[src/rtl/acr_pkg.sv]
package acr_pkg;

  localparam int RATIO_COUNT = 3;

  typedef enum logic [1:0] {
    RATIO_256  = 2'd0,
    RATIO_384  = 2'd1,
    RATIO_512  = 2'd2,
    RATIO_NONE = 2'd3
  } ratio_e;

  // datapath -> control
  typedef struct packed {
    logic edgeSeen;
    logic classValid;
    logic sameAsCand;
  } dpStatus_t;

  // control -> datapath
  typedef struct packed {
    logic loadCand;
    logic commitLock;
  } ctlStrobe_t;

endpackage

[src/rtl/acr_datapath.sv]
module acr_datapath
  import acr_pkg::*;
#(
  parameter int BASE_RATIO    = 128,
  parameter int TOL           = 2,
  parameter int OVS_PER_FRAME = 64,
  localparam int MAX_NOM      = BASE_RATIO * (RATIO_COUNT + 1),
  localparam int CNT_W        = $clog2(MAX_NOM + TOL + 2),
  localparam int MAX_DIV      = MAX_NOM / OVS_PER_FRAME,
  localparam int PH_W         = $clog2(MAX_DIV + 1)
) (
  input  logic       mclk,
  input  logic       rstN,
  input  logic       lrck,
  input  logic       locked,
  input  ctlStrobe_t ctl,
  output dpStatus_t  status,
  output ratio_e     ratioCode,
  output logic       sampleStrobe,
  output logic       ovsStrobe
);

  logic             lrckQ;
  logic             rise;
  logic [CNT_W-1:0] periodCnt;
  logic [RATIO_COUNT-1:0] hit;
  ratio_e           classCode;
  ratio_e           candQ;
  ratio_e           codeQ;
  logic [PH_W-1:0]  phase;
  logic [PH_W-1:0]  divLast;
  logic             startQ;

  assign rise = lrck & ~lrckQ;

  // Period counter: reloads to 1 on a rising edge, saturates otherwise
  always_ff @(posedge mclk or negedge rstN) begin
    if (!rstN) begin
      lrckQ     <= 1'b0;
      periodCnt <= '0;
      startQ    <= 1'b0;
    end else begin
      lrckQ  <= lrck;
      startQ <= rise;
      if (rise)
        periodCnt <= CNT_W'(1);
      else if (!(&periodCnt))
        periodCnt <= periodCnt + 1'b1;
    end
  end

  // One tolerance window per supported ratio
  for (genvar g = 0; g < RATIO_COUNT; g++) begin : g_win
    localparam int NOM = BASE_RATIO * (g + 2);
    assign hit[g] = (periodCnt >= CNT_W'(NOM - TOL)) &&
                    (periodCnt <= CNT_W'(NOM + TOL));
  end

  always_comb begin
    classCode = RATIO_NONE;
    for (int i = RATIO_COUNT - 1; i >= 0; i--)
      if (hit[i]) classCode = ratio_e'(2'(i));
  end

  // Candidate and frozen code registers
  always_ff @(posedge mclk or negedge rstN) begin
    if (!rstN) begin
      candQ <= RATIO_NONE;
      codeQ <= RATIO_256;
    end else begin
      if (ctl.loadCand)   candQ <= classCode;
      if (ctl.commitLock) codeQ <= candQ;
    end
  end

  assign status.edgeSeen   = rise;
  assign status.classValid = (classCode != RATIO_NONE);
  assign status.sameAsCand = (classCode == candQ);

  // Oversampling divider, realigned on every frame edge
  always_comb begin
    case (codeQ)
      RATIO_384: divLast = PH_W'(BASE_RATIO * 3 / OVS_PER_FRAME - 1);
      RATIO_512: divLast = PH_W'(BASE_RATIO * 4 / OVS_PER_FRAME - 1);
      default:   divLast = PH_W'(BASE_RATIO * 2 / OVS_PER_FRAME - 1);
    endcase
  end

  always_ff @(posedge mclk or negedge rstN) begin
    if (!rstN)
      phase <= '0;
    else if (rise || (phase == divLast))
      phase <= '0;
    else
      phase <= phase + 1'b1;
  end

  assign sampleStrobe = locked & startQ;
  assign ovsStrobe    = locked & (phase == '0);
  assign ratioCode    = locked ? codeQ : RATIO_NONE;

endmodule

[src/rtl/acr_control.sv]
module acr_control
  import acr_pkg::*;
(
  input  logic       mclk,
  input  logic       rstN,
  input  dpStatus_t  status,
  output ctlStrobe_t ctl,
  output logic       locked
);

  typedef enum logic [1:0] {
    ST_IDLE   = 2'd0,
    ST_ARMED  = 2'd1,
    ST_CAND   = 2'd2,
    ST_LOCKED = 2'd3
  } state_e;

  state_e state, stateNext;

  always_comb begin
    stateNext      = state;
    ctl.loadCand   = 1'b0;
    ctl.commitLock = 1'b0;
    case (state)
      ST_IDLE:
        if (status.edgeSeen) stateNext = ST_ARMED;
      ST_ARMED:
        if (status.edgeSeen && status.classValid) begin
          ctl.loadCand = 1'b1;
          stateNext    = ST_CAND;
        end
      ST_CAND:
        if (status.edgeSeen) begin
          if (status.classValid && status.sameAsCand) begin
            ctl.commitLock = 1'b1;
            stateNext      = ST_LOCKED;
          end else if (status.classValid) begin
            ctl.loadCand = 1'b1;
          end else begin
            stateNext = ST_ARMED;
          end
        end
      default: stateNext = ST_LOCKED;
    endcase
  end

  always_ff @(posedge mclk or negedge rstN) begin
    if (!rstN) state <= ST_IDLE;
    else       state <= stateNext;
  end

  assign locked = (state == ST_LOCKED);

endmodule

[src/rtl/clk_ratio_detect.sv]
module clk_ratio_detect
  import acr_pkg::*;
#(
  parameter int BASE_RATIO    = 128,
  parameter int TOL           = 2,
  parameter int OVS_PER_FRAME = 64
) (
  input  logic       mclk,
  input  logic       rstN,
  input  logic       lrck,
  output logic       locked,
  output logic [1:0] ratioCode,
  output logic       sampleStrobe,
  output logic       ovsStrobe
);

  dpStatus_t  status;
  ctlStrobe_t ctl;
  ratio_e     codeOut;

  acr_control i_ctrl (
    .mclk   (mclk),
    .rstN   (rstN),
    .status (status),
    .ctl    (ctl),
    .locked (locked)
  );

  acr_datapath #(
    .BASE_RATIO    (BASE_RATIO),
    .TOL           (TOL),
    .OVS_PER_FRAME (OVS_PER_FRAME)
  ) i_dp (
    .mclk         (mclk),
    .rstN         (rstN),
    .lrck         (lrck),
    .locked       (locked),
    .ctl          (ctl),
    .status       (status),
    .ratioCode    (codeOut),
    .sampleStrobe (sampleStrobe),
    .ovsStrobe    (ovsStrobe)
  );

  assign ratioCode = codeOut;

endmodule

[config.mk]
export PLATFORM = sky130hd
export DESIGN_NAME = clk_ratio_detect
export DESIGN_NICKNAME = d
export VERILOG_FILES = /design/src/rtl/acr_pkg.sv /design/src/rtl/acr_datapath.sv /design/src/rtl/acr_control.sv /design/src/rtl/clk_ratio_detect.sv
export SDC_FILE = /design/constraint.sdc
export NUM_CORES = 1
export LEC_CHECK = 0
export BUFFER_PORTS_ARGS = -buffer_cell sky130_fd_sc_hd__buf_2
export CAP_MARGIN = 15
export CORE_MARGIN = 10
export CORE_UTILIZATION = 49
export CTS_CLUSTER_SIZE = 24
export DETAILED_ROUTE_END_ITERATION = 10
export PLACE_DENSITY = 0.67
export SETUP_SLACK_MARGIN = 0.15
export SLEW_MARGIN = 15
export SYNTH_ARGS = -nofsm -noshare
export SYNTH_HDL_FRONTEND = slang
export SYNTH_SLANG_ARGS = --single-unit
[constraint.sdc]
create_clock -name mclk -period 3.6 [get_ports mclk]
set_input_delay 0.36 -clock mclk [delete_from_list [all_inputs] [get_ports mclk]]
set_output_delay 0.36 -clock mclk [all_outputs]
set_load 0.005 [all_outputs]
-- Word-level counts from Yosys, hierarchy flattened
Index checks and enable logic that the tools add are counted.
- reductions and logical operators: 10
- muxes and demuxes: 21
- magnitude comparators: 6
- shift-type cells: 0
- multipliers: 0
- add/sub/neg operators: 2
- div/mod/pow operators: 0
- bitwise gates (word level): 4
- eq/ne operators: 13
- operator list (cell ; number):
    $ge A10 B9 Y1 const B ; 2
    $le A10 B9 Y1 const B ; 2
    $mux W10 ; 2
    $mux W2 ; 9
    $add A10 B1 Y10 const B ; 1
    $ge A10 B8 Y1 const B ; 1
    $le A10 B10 Y1 const B ; 1
    $reduce_and A10 Y1 ; 1
    $ne A2 B1 Y1 const B ; 4
    $eq A2 B2 Y1 const B ; 3
    $mux W1 ; 6
    $pmux W2 S3 ; 1
    $pmux W3 S2 ; 1
    $logic_and A1 B1 Y1 ; 5
    $add A4 B1 Y4 const B ; 1
    $eq A2 B1 Y1 const B ; 2
    $eq A4 B3 Y1 ; 1
    $logic_not A4 Y1 ; 1
    $mux W4 ; 1
    $reduce_and A4 Y1 ; 1
    $and A1 B1 Y1 ; 3
    $ne A3 B3 Y1 const B ; 1
    $eq A2 B2 Y1 ; 1
    $logic_not A2 Y1 ; 1
    4 further kinds ; 4
- latch bits: 0
- bits of input ports: 3
- word-level logic and storage cells: 63
- memory bits (read-only): 0
- output and inout port bits: 5
- memories: 0
- flip-flop bits (word level): 22
- RAM bits: 0

-- Longest topological paths before layout
Gate-level depths: netlist of run 1.
- word-level depth: 10
- depth in mapped cells: 9
- depth with buffers taken out: 9

-- Hierarchy
From an unflattened synthesis of run 1, not the netlist that was laid out.
- cell total of the unflattened synthesis: 144
- area, all modules: 1361.3 um2
- by module, submodules not included (module ; sequential area each (um2) ; instances ; cells an instance ; area each (um2)):
    acr_datapath ; 503.0 ; 1 ; 120 ; 1143.6
    acr_control ; 50.0 ; 1 ; 24 ; 217.7

-- Worst setup path after synthesis of run 1
OpenSTA, ideal clock, no wires.
- path kind: register -> register
- start: reg i_dp.periodCnt[4]
- end: reg i_dp.codeQ[0]
- stages on the path, launching flop included: 8
- required time: 3.475 ns
- library setup time: 0.125 ns
- path slack: 1.205 ns
- period minus slack after synthesis: 2.395 ns
- path buffers: 0
- arrival time: 2.271 ns
- path through: dfrtp_1 -> or4_4 -> nand4bb_1 -> a211o_2 -> o21ai_0 -> o311ai_0 -> nor2_1 -> mux2_2
- cells in the longest elaborated chain, start to end: 10
- elaborated cells on any way between the ends: 18
- those cells by class: order compare: 6; eq/ne: 2; mux: 6; reduce/logical: 4
- ends and longest elaborated chain (item ; line ; text):
    start: declaration ; acr_datapath.sv:25 ; logic [CNT_W-1:0] periodCnt;
    start signal: assignment ; acr_datapath.sv:48 ; periodCnt <= periodCnt + 1'b1;
    $ge A10 B9 Y1 / $le A10 B10 Y1 (equally long branches) ; acr_datapath.sv:55, acr_datapath.sv:56 ;
    $logic_and A1 B1 Y1 ; acr_datapath.sv:55 ; assign hit[g] = (periodCnt >= CNT_W'(NOM - TOL)) &&
    $mux W1 ; acr_datapath.sv:62 ; if (hit[i]) classCode = ratio_e'(2'(i));
    $mux W2 ; acr_datapath.sv:62 ;
    $mux W2 (*) ; acr_datapath.sv:62 ;
    $ne A2 B2 Y1 / $eq A2 B2 Y1 (equally long branches) ; acr_datapath.sv:77, acr_datapath.sv:78 ;
    $logic_and A1 B1 Y1 (*) ; acr_control.sv:34 ; if (status.classValid && status.sameAsCand) begin
    $mux W1 (*) ; acr_control.sv:34 ;
    $mux W2 (*) ; acr_control.sv:33 ; if (status.edgeSeen) begin
    $mux W1 (*) ; acr_control.sv:24 ; case (state)
    end signal: assignment ; acr_datapath.sv:72 ; if (ctl.commitLock) codeQ <= candQ;
    end: declaration ; acr_datapath.sv:29 ; ratio_e codeQ;
Mark *: on every way between the ends. The rest lies on a longest branch, timed or not.
A chain may end at the register's enable or synchronous reset.

-- Final worst setup path of run 1
Same ends and word-level chain as after synthesis.

==> impl_metrics.csv, run 1 <==
group,metric,value,unit
final_layout,nNetsFinal,178,
logic_synthesis,ys_ff_latch,22,
timing,fin_crit,2.59,ns
worst_hold_path,whs_path_depth,1,
global_route,grt_max_degree,23,
worst_hold_path,min_path_type,"input port to flip-flop",
logic_synthesis,postSynthAreaPerCell,9.12,um^2
logic_synthesis,synth_top_area_frac,0.345,
clock_network,clk_latency,0.31,ns
clock_network,cts_tree,"yes",
logic_synthesis,ys.flop_type,"dfrtp_1",
drt,dr.first_iter.drc_count,43,
timing,timing.final.crit_share,0.720,
clock_network,clk_pin_slew,0.12,ns
drt,wl_per_cell,14.4,um
floorplan,die_w,74.4,um
timing,fmax,0.386,GHz
timing,hold_violations,0,
logic_synthesis,synth_top_area_cell,"dfrtp_1",
global_route,grt_overflow,0,
final_layout,antenna_cells,0,
final_layout,final_cell_mix,"dfrtp_1 (20), nor2_1 (19), nand2_1 (13)",
worst_setup_path,required,3.81,ns
worst_setup_path,reg2reg_to,"i_dp.codeQ[0]",
drt,vias_per_cell,5.94,
power_and_ir_drop,powerDensity,500,nW/um^2
flow_run,cap_violations,0,
place,dp_hpwl,2090,um
timing,relSlewSlack,0.505,
logic_synthesis,ys_warn_count,0,
final_layout,final_common_cell,"dfrtp_1",
worst_setup_path,r2r_start,"i_dp.periodCnt[4]",
final_layout,fin_util,0.545,
clock_network,cts_resized,0,
worst_setup_path,worstPathArrival,2.80,ns
worst_setup_path,path_cells,"or4_4, nand4bb_1, a211o_2, o21ai_0, o311ai_0, nor2_1, mux2_2",
clock_network,max-clock-path-buffers,2,
timing,holdWs,0.166,ns
clock_network,cts-root-buf,"clkbuf_4",
worst_setup_path,crit_path_max_incr_delay,0.55,ns
logic_synthesis,synth_cell_types,46,
worst_setup_path,reg2reg_slack,1.01,ns
place,place_area,1480,um^2
timing,rsz0062_at_grt,"false",
power_and_ir_drop,peakVddDrop,0.273,mV
timing,tightest_slew,0.734,ns
clock_network,h-tree-depth,1,
global_route,antenna_found_initial,0,
timing,finalMaxSlewViolations,0,
timing,setup_violations,0,
clock_network,post_cts_buffers,0,
worst_setup_path,startpoint_type,"flip-flop",
global_route,grt_pass1_wl,4910,um
floorplan,core.rowCount,19,
worst_setup_path,crit_slowest_cell,"or4_4",
global_route,grt_util_all_layers,0.110,
logic_synthesis,synth_edf_count,0,
drt,route.detailed.drc,0,
worst_setup_path,reg2reg_depth,7,
floorplan,coreArea,2810,um^2
global_route,grt_pass1_vias,1120,
drt,wirelength,2820,um
place,gp_congestion,0.845,
final_layout,drive_above_1_share,0.127,
floorplan,ios,8,
logic_synthesis,ys_seq_area_frac,0.381,
floorplan,dieArea,5540,um^2
drt,drtPass1Iterations,4,
clock_network,clock_sinks,22,
drt,drtAntennaViolNets,0,
final_layout,final_area,1530,um^2
final_layout,area_growth,5.44,%
power_and_ir_drop,power.leakage,0.687,nW
place,port-buffer-count,7,
worst_setup_path,cp-end-kind,"flip-flop",
floorplan,die_height,74.4,um
logic_synthesis,syn_area,1450,um^2
drt,dr_total_vias,1165,
logic_synthesis,syn-num-nets,171,
worst_setup_path,critPathKind,"flip-flop to flip-flop",
worst_setup_path,critPathMaxFanout,9,
outcome,status,"completed",
logic_synthesis,synthArstFlopShare,1.00,
worst_setup_path,startpoint,"i_dp.periodCnt[4]",
logic_synthesis,synthCells,159,
timing,tns,0,ns
floorplan,start_util,0.517,
clock_network,numCtsBuffers,3,
worst_setup_path,cp-endpoint,"i_dp.codeQ[0]",
logic_synthesis,netlist_top_cells_area,"dfrtp_1 (35%), ha_1 (7.8%), nor2_1 (4.9%)",
timing,fin_skew,0.00104,ns
==> layout make-up <==
| type | count | area, um^2 |
|---|---|---|
| Fill cell | 263 | 1280 |
| Multi-Input combinational cell | 121 | 818 |
| Sequential cell | 22 | 553 |
| Timing Repair Buffer | 8 | 45.0 |
| Tap cell | 31 | 38.8 |
| Inverter | 10 | 37.5 |
| Clock buffer | 4 | 36.3 |
==> timing repair <==
item | in CTS | in global routing
endpoints found under the setup margin | 0 | 0
hold buffers | 0 | 1
endpoints found under the hold margin | 0 | 12
==> worst min path at each step <==
stage,start,to,slack [ns]
after floorplan,rstN,i_ctrl.state[0],0.06
after global placement,rstN,i_dp.phase[2],0.35
after detailed placement,rstN,i_dp.phase[2],0.36
after CTS,rstN,i_dp.phase[2],0.005
after global routing,lrck,i_dp.lrckQ,0.14
final,lrck,i_dp.lrckQ,0.17
==> logic make-up (layout without fill, tap and decap cells) <==
logic type               after synthesis  count (layout)  share of synthesized area
XOR/XNOR                               8               8                     0.0483
AND/OR/NAND/NOR                       73              73                      0.282
buffers and inverters                 16              22                     0.0544
multiplexers                           4               4                     0.0293
flip-flops                            22              22                      0.381
adder cells (fa/ha/maj)                9               9                     0.0777
AO/OA/AOI/OAI                         27              27                      0.127
==> Yosys cell counts (6+ instances only) <==
library cell / instances
inv_1: 10
nand3_1: 6
a21oi_1: 6
nor2_1: 19
ha_1: 9
nor3_1: 6
nand2_1: 13
dfrtp_1: 20
==> through the flow <==
stage / setup slack, ns / power [W] / instances
final: 1.01 / 0.000765 / 196
after detailed placement: 1.03 / 0.000636 / 191
after global routing: 0.887 / 0.000835 / 196
after floorplan: 1.20 / 0.000554 / 159
after CTS: 1.01 / 0.000778 / 195
after global placement: 1.12 / 0.000623 / 191
==> where the power goes <==
part | leakage (nW) | switching, W | total [W] | internal (W)
registers | 0.274 | 0.0000528 | 0.000345 | 0.000292
logic | 0.391 | 0.000146 | 0.000285 | 0.000139
clock network | 0.0210 | 0.0000735 | 0.000135 | 0.0000618
total | 0.687 | 0.000273 | 0.000765 | 0.000492
==> state kept, by name, summed over array words and instances (netlist names) <==
signal / count
i_dp.candQ: 2
i_dp.periodCnt: 10
i_dp.lrckQ: 1
i_dp.phase: 4
i_dp.codeQ: 2
i_dp.startQ: 1
i_ctrl.state: 2
==> metal layers <==
metal / vias to the layer above / global-route usage / routed length [um]
li1: 577 / - / -
met2: 17 / 0.186 / 1330
met5: - / 0 / 0
met4: 0 / 0.0504 / 51
met3: 4 / 0.0239 / 115
met1: 567 / 0.131 / 1320
==> worst max-delay path: cells and delay by family, from the launching register on <==
kind            cells  cell delay [ns]
compound gates      3             0.73
mux                 1             0.36
simple gates        3             0.97
flops               1             0.44
Note: power is estimated with default switching activity, not from simulation.
==> run 2: changes to the inputs <==
ABC_AREA = 1   (was default)
PLACE_DENSITY = 0.7   (was 0.67)
clock period = 2.2 ns   (was 3.6 ns; I/O delays follow)
==> impl_metrics.csv, run 2 <==
group,metric,value,unit
worst_setup_path,crit_slowest_cell,"dfrtp_2",
logic_synthesis,synth_top_area_frac,0.329,
worst_setup_path,required,2.42,ns
worst_hold_path,min_path_type,"input port to flip-flop",
logic_synthesis,ys_ff_latch,22,
drt,vias_per_cell,5.09,
final_layout,antenna_cells,0,
place,port-buffer-count,7,
final_layout,fin_util,0.545,
logic_synthesis,synth_top_cells_by_count,"nand2_1 (39), inv_1 (28), nor2_1 (25)",
logic_synthesis,netlist_top_cells_area,"dfrtp_1 (33%), nand2_1 (9.6%), ha_1 (7.4%)",
final_layout,final_cell_count_no_fill,247,
final_layout,fillers,287,
power_and_ir_drop,switching_share,0.419,
drt,dr_total_vias,1258,
drt,drtPass1Iterations,4,
final_layout,reg_top3,"i_dp.periodCnt: 10 flops, i_dp.phase: 4 flops",
power_and_ir_drop,power_frac_seq,0.431,
timing,tns,0,ns
place,gp_congestion,0.870,
final_layout,final_area,1640,um^2
final_layout,drive_above_1_share,0.234,
worst_setup_path,path_cells,"inv_1, ha_1, nor2_1, nor2_2, a21oi_4, nand3_1, nand2_2, nand2_4, nor2_2, nand3_1, nand2_1, nand2_1",
logic_synthesis,synth_most_common_cell,"nand2_1",
worst_setup_path,critPathMaxFanout,9,
timing,fin_crit,1.76,ns
logic_synthesis,synth_top_area_cell,"dfrtp_1",
logic_synthesis,syn_area,1520,um^2
power_and_ir_drop,p_sw,0.000619,W
timing,finalMaxSlewViolations,0,
clock_network,numCtsBuffers,3,
floorplan,die_height,75.7,um
power_and_ir_drop,peakVddDrop,0.417,mV
logic_synthesis,ys.flop_type,"dfrtp_1",
timing,setup_violations,0,
worst_setup_path,crit_path_max_incr_delay,0.46,ns
global_route,grt_overflow,0,
timing,hold_violations,0,
floorplan,dieArea,5730,um^2
clock_network,cts-root-buf,"clkbuf_4",
floorplan,start_util,0.506,
power_and_ir_drop,pwr-share-comb,0.415,
global_route,grt_max_degree,23,
logic_synthesis,synthCells,204,
drt,route.detailed.drc,0,
power_and_ir_drop,finalPower,0.00148,W
global_route,antenna_found_initial,0,
timing,fin_skew,0.00186,ns
floorplan,die_w,75.7,um
floorplan,coreArea,3000,um^2
global_route,grt_pass1_vias,1187,
drt,dr.first_iter.drc_count,49,
final_layout,top_register,"i_dp.periodCnt",
logic_synthesis,ys_warn_count,0,
place,dp.cells,242,
clock_network,clk_latency,0.31,ns
floorplan,ios,8,
worst_setup_path,startpoint_type,"flip-flop",
clock_network,cts_tree,"yes",
drt,drtAntennaViolNets,0,
place,dp_hpwl,2150,um
place,place_area,1590,um^2
clock_network,clk_pin_slew,0.12,ns
drt,wirelength,2810,um
global_route,grt_util_all_layers,0.115,
clock_network,h-tree-depth,1,
timing,relSlewSlack,0.671,
clock_network,max-clock-path-buffers,2,
timing,timing.final.crit_share,0.800,
logic_synthesis,postSynthAreaPerCell,7.45,um^2
worst_setup_path,critPathKind,"flip-flop to flip-flop",
flow_run,cap_violations,0,
logic_synthesis,synth_cell_types,31,
global_route,grt_pass1_wl,5130,um
power_and_ir_drop,clockPowerShare,0.154,
worst_setup_path,cp-end-kind,"flip-flop",
logic_synthesis,synth_edf_count,0,
final_layout,final_common_cell,"nand2_1",
timing,fmax,0.568,GHz
final_layout,final_cell_mix,"nand2_1 (39), inv_1 (28), nor2_1 (25)",
floorplan,core.rowCount,20,
logic_synthesis,ys_seq_area_frac,0.364,
clock_network,clock_sinks,22,
power_and_ir_drop,power.leakage,0.833,nW
power_and_ir_drop,cell_internal_pwr,0.000860,W
timing,rsz0062_at_grt,"false",
worst_setup_path,worstPathArrival,1.98,ns
final_layout,area_growth,7.57,%
power_and_ir_drop,powerDensity,905,nW/um^2
timing,tightest_slew,0.493,ns
drt,wl_per_cell,11.4,um
logic_synthesis,syn-num-nets,216,
final_layout,largest_register_ffs,10,
logic_synthesis,synthArstFlopShare,1.00,
outcome,status,"completed",
final_layout,nNetsFinal,227,
## run 2: cell types whose count changed after synthesis, sizes merged, moves of 3 or more
cell | previous run | this run
a21oi | 6 | 10
a31oi | 4 | 0
and2 | 4 | 0
inv | 10 | 32
nand2 | 13 | 52
nand2b | 4 | 0
nand3 | 6 | 19
nor2 | 19 | 31
o21ai | 4 | 11
xnor2 | 4 | 1
## run 2: cell families after synthesis
family / count (synthesis) / share of synthesized area
simple gates: 110 / 0.348
buf+inv: 35 / 0.0897
compound gates: 25 / 0.107
flops: 22 / 0.364
fa+ha+maj: 9 / 0.0741
xor+xnor: 3 / 0.0173
## run 2: final cells by class
class	count	area, um^2	share of cell area
tap	33	41.3	0.0252
clock buffer	4	36.3	0.0222
inverter	32	120	0.0735
timing repair buffer	9	52.6	0.0321
multi-input combinational	147	831	0.508
sequential	22	554	0.339
## run 2: repair_timing
action	4_1_cts	5_1_grt
buffers inserted	0	0
hold buffers	1	0
resized for setup	0	1
setup endpoints to repair	0	2
hold endpoints to repair	20	0
## run 2: power groups by stage
stage | Clock [W] | Sequential, W | Combinational (W)
after CTS | 0.000240 | 0.000636 | 0.000621
after detailed placement | 0 | 0.000645 | 0.000613
after floorplan | 0 | 0.000599 | 0.000512
after global placement | 0 | 0.000641 | 0.000608
after global routing | 0.000255 | 0.000660 | 0.000726
final | 0.000228 | 0.000637 | 0.000614
## run 2: final timing paths
kind,start,end,slack (ns),depth (start not counted)
max,i_dp.periodCnt[0],i_dp.codeQ[1],0.44,12
min,lrck,i_dp.lrckQ,0.02,1
max reg2reg,i_dp.periodCnt[0],i_dp.codeQ[1],0.44,12
min reg2reg,i_dp.candQ[1],i_dp.candQ[1],0.50,2
max in group asynchronous,rstN,i_dp.periodCnt[0],1.45,2
min in group asynchronous,rstN,i_dp.periodCnt[6],0.38,2
## run 2: metrics by stage
| step | setup slack, ns | hold slack, ns |
|---|---|---|
| after detailed placement | 0.400 | 0.221 |
| after global placement | 0.439 | 0.214 |
| final | 0.440 | 0.0190 |
| after global routing | 0.205 | 0.00282 |
| after CTS | 0.378 | 0.0132 |
| after floorplan | 0.488 | -0.0756 |
## run 2: worst max-delay path: cells and delay by family, from the launching register on
kind / cells / cell delay, ns
adders and majority gates: 1 / 0.19
AOI/OAI and AO/OA: 1 / 0.19
DFF: 1 / 0.46
buffers and inverters: 1 / 0.06
and+or+nand+nor: 9 / 0.77
## run 2: routing by layer
| layer | track usage | share of wire | up-vias |
|---|---|---|---|
| met2 | 0.186 | 0.45 | 28 |
| met5 | 0 | 0 | - |
| met1 | 0.144 | 0.48 | 565 |
| met3 | 0.0234 | 0.047 | 5 |
| li1 | - | - | 660 |
| met4 | 0.0474 | 0.018 | 0 |
